===== config.mk =====
export PLATFORM = sky130hd
export DESIGN_NAME = hostLinkRx
export DESIGN_NICKNAME = d
export VERILOG_FILES = /design/src/rtl/hostLinkRx_pkg.sv /design/src/rtl/linkSync.sv /design/src/rtl/linkCtrl.sv /design/src/rtl/linkDatapath.sv /design/src/rtl/hostLinkRx.sv
export SDC_FILE = /design/constraint.sdc
export NUM_CORES = 1
export LEC_CHECK = 0
export ABC_AREA = 0
export BUFFER_PORTS_ARGS = -buffer_cell sky130_fd_sc_hd__buf_2
export CORE_MARGIN = 2
export CORE_UTILIZATION = 35
export DETAILED_ROUTE_END_ITERATION = 10
export PLACE_DENSITY = 0.5
export SETUP_SLACK_MARGIN = 0.3
export SLEW_MARGIN = 10
export SYNTH_ARGS = -nofsm -noshare
export SYNTH_HDL_FRONTEND = slang
export SYNTH_SLANG_ARGS = --single-unit

===== constraint.sdc =====
create_clock -name clk -period 1.6 [get_ports clk]
set_input_delay 0.16 -clock clk [delete_from_list [all_inputs] [get_ports clk]]
set_output_delay 0.16 -clock clk [all_outputs]
set_load 0.01 [all_outputs]

===== src/rtl/hostLinkRx_pkg.sv =====
package hostLinkRx_pkg;
  // strobes from control to datapath
  typedef struct packed {
    logic clear;    // drop partial byte
    logic capture;  // shift in current group
    logic publish;  // this capture completes the byte
  } linkCtl_t;
endpackage


===== src/rtl/linkSync.sv =====
module linkSync #(
  parameter int WIDTH  = 4,
  parameter int STAGES = 2
) (
  input  logic             clk,
  input  logic             rst_n,
  input  logic [WIDTH-1:0] din,
  output logic [WIDTH-1:0] dout
);
  for (genvar g = 0; g < WIDTH; g++) begin : gLine
    logic [STAGES-1:0] chain;
    always_ff @(posedge clk or negedge rst_n) begin
      if (!rst_n) chain <= '0;
      else        chain <= {chain[STAGES-2:0], din[g]};
    end
    assign dout[g] = chain[STAGES-1];
  end
endmodule


===== src/rtl/linkCtrl.sv =====
module linkCtrl
  import hostLinkRx_pkg::*;
#(
  parameter int GROUPS         = 4,
  parameter int TIMEOUT_CYCLES = 10_000_000
) (
  input  logic     clk,
  input  logic     rst_n,
  input  logic     frameLine,
  input  logic     strobeLine,
  output linkCtl_t ctl
);
  localparam int CNT_W   = (GROUPS > 1) ? $clog2(GROUPS) : 1;
  localparam int TIMER_W = $clog2(TIMEOUT_CYCLES + 1);

  logic               primed, armed, prevFrame, prevStrobe;
  logic [CNT_W-1:0]   groupCnt;
  logic [TIMER_W-1:0] idleTimer;
  logic               frameMoved, strobeMoved, openXfer, expired;

  always_comb begin
    frameMoved  = primed && (frameLine != prevFrame);
    strobeMoved = primed && (strobeLine != prevStrobe);
    openXfer    = armed && !frameLine && !frameMoved;
    expired     = (groupCnt != '0) && (idleTimer == TIMER_W'(TIMEOUT_CYCLES - 1));
    ctl.capture = openXfer && strobeMoved;
    ctl.publish = ctl.capture && (groupCnt == CNT_W'(GROUPS - 1));
    ctl.clear   = !openXfer || (expired && !ctl.capture);
  end

  always_ff @(posedge clk or negedge rst_n) begin
    if (!rst_n) begin
      primed     <= 1'b0;
      armed      <= 1'b0;
      prevFrame  <= 1'b0;
      prevStrobe <= 1'b0;
      groupCnt   <= '0;
      idleTimer  <= '0;
    end else begin
      primed     <= 1'b1;
      armed      <= armed | frameLine;
      prevFrame  <= frameLine;
      prevStrobe <= strobeLine;
      if (ctl.clear)        groupCnt <= '0;
      else if (ctl.publish) groupCnt <= '0;
      else if (ctl.capture) groupCnt <= groupCnt + 1'b1;
      if (ctl.clear || ctl.capture || groupCnt == '0) idleTimer <= '0;
      else                                            idleTimer <= idleTimer + 1'b1;
    end
  end
endmodule


===== src/rtl/linkDatapath.sv =====
module linkDatapath
  import hostLinkRx_pkg::*;
#(
  parameter int BYTE_BITS  = 8,
  parameter int GROUP_BITS = 2
) (
  input  logic                 clk,
  input  logic                 rst_n,
  input  linkCtl_t             ctl,
  input  logic [GROUP_BITS-1:0] group,
  output logic                 rxValid,
  output logic [BYTE_BITS-1:0] rxByte
);
  localparam int PART_W = BYTE_BITS - GROUP_BITS;

  logic [PART_W-1:0] partial;

  always_ff @(posedge clk or negedge rst_n) begin
    if (!rst_n) begin
      partial <= '0;
      rxValid <= 1'b0;
      rxByte  <= '0;
    end else begin
      rxValid <= ctl.publish;
      if (ctl.publish) rxByte <= {partial, group};
      if (ctl.clear || ctl.publish) partial <= '0;
      else if (ctl.capture)         partial <= {partial[PART_W-GROUP_BITS-1:0], group};
    end
  end
endmodule


===== src/rtl/hostLinkRx.sv =====
module hostLinkRx
  import hostLinkRx_pkg::*;
#(
  parameter int SYNC_STAGES    = 2,
  parameter int BYTE_BITS      = 8,
  parameter int TIMEOUT_CYCLES = 10_000_000
) (
  input  logic                 clk,
  input  logic                 rst_n,
  input  logic [3:0]           hostLines,
  output logic                 rxValid,
  output logic [BYTE_BITS-1:0] rxByte
);
  localparam int GROUP_BITS = 2;
  localparam int GROUPS     = BYTE_BITS / GROUP_BITS;

  logic [3:0] lineSync;
  linkCtl_t   ctl;

  linkSync #(.WIDTH(4), .STAGES(SYNC_STAGES)) sync_i (
    .clk(clk), .rst_n(rst_n), .din(hostLines), .dout(lineSync)
  );

  linkCtrl #(.GROUPS(GROUPS), .TIMEOUT_CYCLES(TIMEOUT_CYCLES)) ctrl_i (
    .clk(clk), .rst_n(rst_n), .frameLine(lineSync[0]), .strobeLine(lineSync[1]), .ctl(ctl)
  );

  linkDatapath #(.BYTE_BITS(BYTE_BITS), .GROUP_BITS(GROUP_BITS)) data_i (
    .clk(clk), .rst_n(rst_n), .ctl(ctl), .group({lineSync[2], lineSync[3]}),
    .rxValid(rxValid), .rxByte(rxByte)
  );
endmodule


# Yosys cells after proc, flatten, opt, wreduce, memory -nomap -nowiden
# Index checks and enable logic that the tools add are counted.
dict set report word_totals {
  regBits 53
  inputBits 6
  out_inout_bits 9
  wordCells 46
}
dict set report op_classes {
  add_sub_neg 2
  n_eq_ne 4
  mux 6
  bitwise 1
  n_reduce_logical 20
}
# op n
set op_table {}
lappend op_table {{adder 24 x 1 -> 24 bit, second input constant} 1}
lappend op_table {{== test 24 bit, second input constant} 1}
lappend op_table {{two-way mux 24 bit} 1}
lappend op_table {{two-way mux 6 bit} 2}
lappend op_table {{logical AND 1 bit} 8}
lappend op_table {{two-way mux 2 bit} 3}
lappend op_table {{logical NOT 1 bit} 4}
lappend op_table {{logical OR 1 bit} 4}
lappend op_table {{nonzero test 2 bit} 2}
lappend op_table {{nonzero test 3 bit} 1}
lappend op_table {{adder 2 x 1 -> 2 bit, second input constant} 1}
lappend op_table {{== test 2 bit, second input constant} 1}
lappend op_table {{logical NOT 2 bit} 1}
lappend op_table {{inequality test 1 bit} 2}
lappend op_table {{bitwise OR 1 bit} 1}

# Logic depth before layout (Yosys ltp)
# Gate-level depths: netlist of run 1.
dict set report depth {
  word_depth 11
  ltp_mapped 7
}

# Modules after synthesis
# Synthesis of run 1 repeated with hierarchy kept, for this count alone.
dict set report unflattened {
  hier_cells 221
  hier_area_um2 2441.1
}
# module n_inst cells_per_inst area_each_um2 seq_area_each_um2
set modules_own_cells {}
lappend modules_own_cells {linkCtrl 1 170 1614.0 750.7}
lappend modules_own_cells {linkDatapath 1 39 596.8 375.4}
lappend modules_own_cells {linkSync 1 12 230.2 200.2}

# Worst setup path after synthesis of run 1
# OpenSTA, ideal clock, no wires.
dict set report synth_timing {
  path_kind {flip-flop to flip-flop}
  startpoint {register ctrl_i.idleTimer[0]}
  endpoint {register ctrl_i.groupCnt[0]}
  arrival_ns 1.541
  t_required_ns 1.475
  slack_ns -0.065
  stages_incl_launch_ff 7
  synth_period_minus_slack_ns 1.665
  path_cell_list {dfrtp_1 -> ha_1 -> and3_1 -> buf_2 -> nand4_4 -> o211a_1 -> mux2_2}
}
dict set report synth_via {
  elab_chain_len 5
  word_cells_on_any_way 6
}
# element line_no
set synth_lines {}
lappend synth_lines {{start, declared} linkCtrl.sv:18} ;# logic [TIMER_W-1:0] idleTimer;
lappend synth_lines {{start signal, assigned} linkCtrl.sv:48} ;# else idleTimer <= idleTimer + 1'b1;
lappend synth_lines {{== test 24 bit *} linkCtrl.sv:25} ;# expired = (groupCnt != '0) && (idleTimer == TIMER_W'(TIMEOUT_CYCLES - 1));
lappend synth_lines {{logical AND 1 bit *} linkCtrl.sv:25}
lappend synth_lines {{logical AND 1 bit *} linkCtrl.sv:28} ;# ctl.clear = !openXfer || (expired && !ctl.capture);
lappend synth_lines {{logical OR 1 bit *} linkCtrl.sv:28}
lappend synth_lines {{nonzero test 3 bit (no source line) / two-way mux 2 bit (equally long branches)} --}
lappend synth_lines {{end signal, assigned} linkCtrl.sv:46} ;# else if (ctl.capture) groupCnt <= groupCnt + 1'b1;
lappend synth_lines {{end, declared} linkCtrl.sv:17} ;# logic [CNT_W-1:0] groupCnt;
# Mark *: on every way between the ends. The rest lies on a longest branch, timed or not.
# A chain may end at the register's enable or synchronous reset.

# Final worst setup path of run 1
dict set report layout_timing {
  startpoint {register ctrl_i.groupCnt[0]}
  endpoint {register ctrl_i.groupCnt[0]}
}
dict set report layout_via {
  elab_chain_len 5
  word_cells_on_any_way 11
}
# element
set layout_lines {}
lappend layout_lines {{parallel branches: the longest is 5 deep, another holds adder 2 x 1 -> 2 bit}}
# Several ways; the timed one is not identified. The select of a mux whose other input is x is not followed.

==> results.cfg, run 1 <==
[route]
vias = 1644
drt-met1-wl_um = 2260
routed_wl_um = 4430
drcViolationCount = 0
wl_per_cell_um = 13.5
wl_met2_um = 2000
wl_met3_um = 134
ant_nets = 0
viasPerCell = 5.00
drt-pass1-iter-count = 4
top_layer = met4
drt-initial-drc-count = 51

[sta]
period_needed_ps = 1620
rsz0062_at_grt = yes
setup_violations = 1
fin_hold_ws_ps = 217
finalHoldViolations = 0
setup-tns-final_ps = -19.1
finalCritPeriodShare = 1.01
max_freq_mhz = 618
fin_ws_ps = -19.1
report.final.slew_viol_count = 0
skew_ps = 9.14

[global_route]
grt_pass1_vias = 1678
track_usage = 0.134
grt_pass1_wl_um = 7760
antenna_found_initial = 0
grt_max_degree = 48
overflow = 0

[setup_path]
path_class = flip-flop to flip-flop
path_max_fanout = 8
crit_required_ps = 1800
arrival_ps = 1820
end_kind = flip-flop
cp-start-kind = flip-flop

[cells_and_area]
final_cell_mix = 53 x dfrtp_1, 34 x buf_4, 15 x nor2_1
nNetsFinal = 260
syn2layout_area_growth_pct = 30.5
nFillCells = 575
diodes = 0
utilization = 0.473
drive_gt1_frac = 0.369
final_common_cell = dfrtp_1

[synthesis]
synth_edf_count = 0
synth_top_area_frac = 0.576
ys_types = 41
synthCells = 192
synth_seq_cells = 53
yosysWarnings = 0
synth_xor_area_frac = 0.0494
synthAdderAreaFrac = 0.0163
synth_nets = 201
syn_area_per_cell_um2 = 12.0
yosysSeqAreaShare = 0.576
yosysTopAreaCell = dfrtp_1
yosys.area_share.simple = 0.197
synth_area_leaders = dfrtp_1 58%, mux2_1 3.9%, xor2_1 3.0%
async_flop_share = 1.00
synth-compound-area-share = 0.0896
synth_top_family_by_area = simple AND/OR/NAND/NOR gates
synthFlopType = dfrtp_1
synth_mux_area_frac = 0.0440
syn_area_um2 = 2300

[floorplan]
rows = 29
core_area_um2 = 6350
die_w_um = 85.1
ios = 15
initial_core_util = 0.363
die_area_um2 = 7250
die_h_um = 85.1

[placement]
post-dp-hpwl_um = 3120
io_buffers = 14
dp_worst_setup_slack_ps = -94.0
routabilityCongestion = 0.783

[clock_network]
cts_buffers = 5
clock_sinks = 53
cts_tree = done
clk_latency_ps = 310
root_buffer = clkbuf_8
cts_buffer_depth = 2
htree_levels = 2
clk_pin_slew_ps = 100

[flow_run]
drv_cap = 0

[power_and_ir_drop]
switching_share = 0.226
cellPowerDensity_nw_per_um2 = 761
p_sw_w = 0.000517
share_comb_of_total_power = 0.050
clock_power_share = 0.353
p_seq_frac = 0.598
leakagePower_nw = 1.39
intPower_w = 0.00177
ir_drop_mv = 0.443

[min_path]
hold_class = primary input to async pin

[run_status]
violations = negative setup slack
status = complete, but fails checks
## sequential cells by signal, indices dropped and copies added (netlist names), 2 cells and up
signal	cells
ctrl_i.idleTimer	24
data_i.rxByte	8
sync_i.gLine.chain	8
data_i.partial	6
ctrl_i.groupCnt	2
## cells in the mapped netlist (all sizes together), types with 2 or more instances
cell type / number
dfrtp: 53
nand2: 6
or3: 8
o21ai: 11
ha: 3
and3: 6
buf: 6
inv: 6
nand3: 10
a21oi: 11
nand4: 8
xnor2: 5
a22o: 6
nand4b: 2
nor2: 15
or2: 2
and4: 6
xor2: 8
mux2: 9
## critical path: stages, from the launching register on
cell	delay [ps]
dfrtp_1	380
inv_2	60
ha_4	160
nor4b_4	210
nand3_2	150
o211a_4	290
mux2_2	260
## cell families after synthesis
kind of cell / count (synthesis)
mux: 9
xor+xnor: 13
simple gates: 69
flops: 53
compound gates: 32
fa+ha+maj: 3
other cells: 1
buf+inv: 12
## final cells by class
class | instances | area [um^2] | share of cell area
timing repair buffer | 58 | 449 | 0.149
multi-input combinational | 127 | 1010 | 0.336
inverter | 6 | 22.5 | 0.00749
tap | 77 | 96.3 | 0.0321
sequential | 53 | 1330 | 0.441
clock inverter | 2 | 17.5 | 0.00583
clock buffer | 6 | 82.6 | 0.0275
## power by group through the flow
stage / clock network [W] / logic (W) / registers [W]
after global placement: 0 / 0.0000953 / 0.00139
after CTS: 0.000859 / 0.000116 / 0.00137
after floorplan: 0 / 0.0000361 / 0.00139
after detailed placement: 0 / 0.0000990 / 0.00139
after global routing: 0.000911 / 0.000129 / 0.00137
final: 0.000807 / 0.000114 / 0.00137
## routing by layer
metal / up-vias / track usage
met1: 817 / 0.189
met5: - / 0
met3: 2 / 0.0379
met2: 17 / 0.200
li1: 808 / -
met4: 0 / 0.0476
## timing repair
item,4_1_cts,5_1_grt
hold buffers,5,0
setup buffers,4,1
pin swaps,6,4
setup endpoints to repair,40,40
endpoints found under the hold margin,57,0
gates resized for setup,14,2
## path summary, 6_finish.rpt
check	from	slack, ps	cells past startpoint	endpoint
setup / recovery	ctrl_i.groupCnt[0]	-20	6	ctrl_i.groupCnt[0]
hold / removal	rst_n	220	2	data_i.rxValid
setup reg to reg	ctrl_i.groupCnt[0]	-20	6	ctrl_i.groupCnt[0]
hold reg to reg	sync_i.gLine[2].chain[0]	350	0	sync_i.gLine[2].chain[1]
max in group asynchronous	rst_n	890	3	ctrl_i.idleTimer[12]
min in group clk	sync_i.gLine[2].chain[0]	350	0	sync_i.gLine[2].chain[1]
## stage by stage
stage / area (um^2) / power (W) / instances
floorplan: 2360 / 0.00143 / 192
global placement: 2750 / 0.00149 / 311
detailed placement: 2750 / 0.00149 / 311
CTS: 2990 / 0.00234 / 328
global route: 3010 / 0.00241 / 329
finish: 3010 / 0.00229 / 329
Power figures use the tool's default switching activity.
==> run 2, diff against run 1 <==
--- a/config.mk
+++ b/config.mk
@@ -10,7 +10,7 @@
 export CORE_MARGIN = 2
 export CORE_UTILIZATION = 35
 export DETAILED_ROUTE_END_ITERATION = 10
-export PLACE_DENSITY = 0.5
+export PLACE_DENSITY_LB_ADDON = 0.1
 export SETUP_SLACK_MARGIN = 0.3
 export SLEW_MARGIN = 10
 export SYNTH_ARGS = -nofsm -noshare
==> results.cfg, run 2 (same netlist as run 1, synthesis figures left out) <==
[global_route]
grt_pass1_vias = 1690
track_usage = 0.141
overflow = 0
grt_pass1_wl_um = 8110
antenna_found_initial = 0
grt_max_degree = 54

[floorplan]
rows = 29
initial_core_util = 0.363
core_area_um2 = 6350
die_h_um = 85.1
ios = 15
die_w_um = 85.1
die_area_um2 = 7250

[cells_and_area]
top_regs = ctrl_i.idleTimer (24), data_i.rxByte (8), sync_i.gLine.chain (8)
utilization = 0.480
final_cells = 325
nNetsFinal = 257
top_register = ctrl_i.idleTimer
final_cell_mix = 53 x dfrtp_1, 30 x buf_4, 14 x buf_2
final_common_cell = dfrtp_1
nFillCells = 571
diodes = 0
drive_gt1_frac = 0.419
largest_reg_flops = 24
syn2layout_area_growth_pct = 32.3

[route]
vias = 1658
drcViolationCount = 0
wl_per_cell_um = 14.6
viasPerCell = 5.10
ant_nets = 0
drt-initial-drc-count = 103
routed_wl_um = 4750
drt-pass1-iter-count = 4

[min_path]
holdPathStages = 0
holdPathEnd = sync_i.gLine[2].chain[1]
hp-start = sync_i.gLine[2].chain[0]
hold_class = flip-flop to flip-flop

[setup_path]
cp-start-kind = flip-flop
arrival_ps = 1810
r2r_start = ctrl_i.groupCnt[0]
path_class = flip-flop to flip-flop
end_kind = flip-flop
path_max_fanout = 8
timing.reg2reg.setup_slack_ps = -20
crit_required_ps = 1790
regToRegEndpoint = ctrl_i.groupCnt[0]
rr_worst_depth = 6

[run_status]
status = complete, but fails checks
violations = negative setup slack

[sta]
report.final.slew_viol_count = 0
finalCritPeriodShare = 1.01
fin_ws_ps = -16.0
period_needed_ps = 1620
setup_violations = 1
skew_ps = 6.77
finalHoldViolations = 0
rsz0062_at_grt = yes
max_freq_mhz = 619

[placement]
dp_worst_setup_slack_ps = -90.6
routabilityCongestion = 0.736
post-dp-hpwl_um = 3130
dp.cells = 307
io_buffers = 14

[clock_network]
clk_latency_ps = 300
cts_buffers = 5
htree_levels = 2
root_buffer = clkbuf_8
clk_pin_slew_ps = 90
clock_sinks = 53
cts_tree = done
cts_buffer_depth = 2

[power_and_ir_drop]
switching_share = 0.222
intPower_w = 0.00176
leakagePower_nw = 1.37
p_seq_frac = 0.606
p_total_w = 0.00226
clock_power_share = 0.339
p_sw_w = 0.000500
cellPowerDensity_nw_per_um2 = 741
share_comb_of_total_power = 0.054
ir_drop_mv = 0.362

[flow_run]
drv_cap = 0
==> run 2: per-stage QoR <==
stage	hold WS (ps)	setup TNS (ps)	area, um^2
6_report	354	-16.0	3050
5_1_grt	369	-2710	3050
4_1_cts	358	-19.6	3010
3_5_place_dp	179	-1420	2740
3_3_place_gp	174	-1840	2740
2_1_floorplan	-136	0	2360
==> run 2: critical path, stage by stage (launching register included) <==
cell and delay (ps):
dfrtp_1 380, inv_2 60, ha_4 160, nor4b_4 210
nand3_2 140, o211a_4 290, mux2_2 260
==> run 2: power by group through the flow <==
stage | clock (W) | sequential [W] | combinational, W
global route | 0.000854 | 0.00137 | 0.000138
CTS | 0.000795 | 0.00137 | 0.000121
finish | 0.000765 | 0.00137 | 0.000123
detailed placement | 0 | 0.00139 | 0.000100
global placement | 0 | 0.00139 | 0.0000986
floorplan | 0 | 0.00139 | 0.0000361
==> run 2: final cells by class <==
| cell class | instances | area (um^2) | area share |
|---|---|---|---|
| clock buffer | 6 | 82.6 | 0.0271 |
| timing repair buffer | 54 | 428 | 0.140 |
| multi-input combinational | 128 | 1080 | 0.356 |
| sequential | 53 | 1330 | 0.435 |
| clock inverter | 1 | 7.51 | 0.00246 |
| inverter | 6 | 22.5 | 0.00739 |
| tap | 77 | 96.3 | 0.0316 |
==> run 2: worst max-delay path by stage <==
stage                     slack [ps]  depth (start not counted)                  to            startpoint
after floorplan                   10                          6  ctrl_i.groupCnt[0]    ctrl_i.groupCnt[1]
after global placement          -120                          5  ctrl_i.groupCnt[0]  ctrl_i.idleTimer[11]
after detailed placement         -90                          6  ctrl_i.groupCnt[0]    ctrl_i.groupCnt[0]
after CTS                        -20                          6  ctrl_i.groupCnt[0]    ctrl_i.groupCnt[0]
after global routing            -120                          6  ctrl_i.groupCnt[0]    ctrl_i.groupCnt[1]
final                            -20                          6  ctrl_i.groupCnt[0]    ctrl_i.groupCnt[0]
==> run 2: timing repair <==
action	CTS	global route
hold endpoints to repair	57	0
gates resized for setup	29	5
hold buffers	5	0
setup endpoints to repair	40	41
pin swaps	7	6
cloned	1	0
setup buffers	3	2
==> run 2: metal layers <==
| layer | wire length, um | vias up | track usage |
|---|---|---|---|
| met5 | 0 | - | 0 |
| met4 | 44 | 0 | 0.0332 |
| met3 | 143 | 6 | 0.0360 |
| met2 | 2180 | 14 | 0.218 |
| met1 | 2380 | 838 | 0.199 |
| li1 | - | 800 | - |
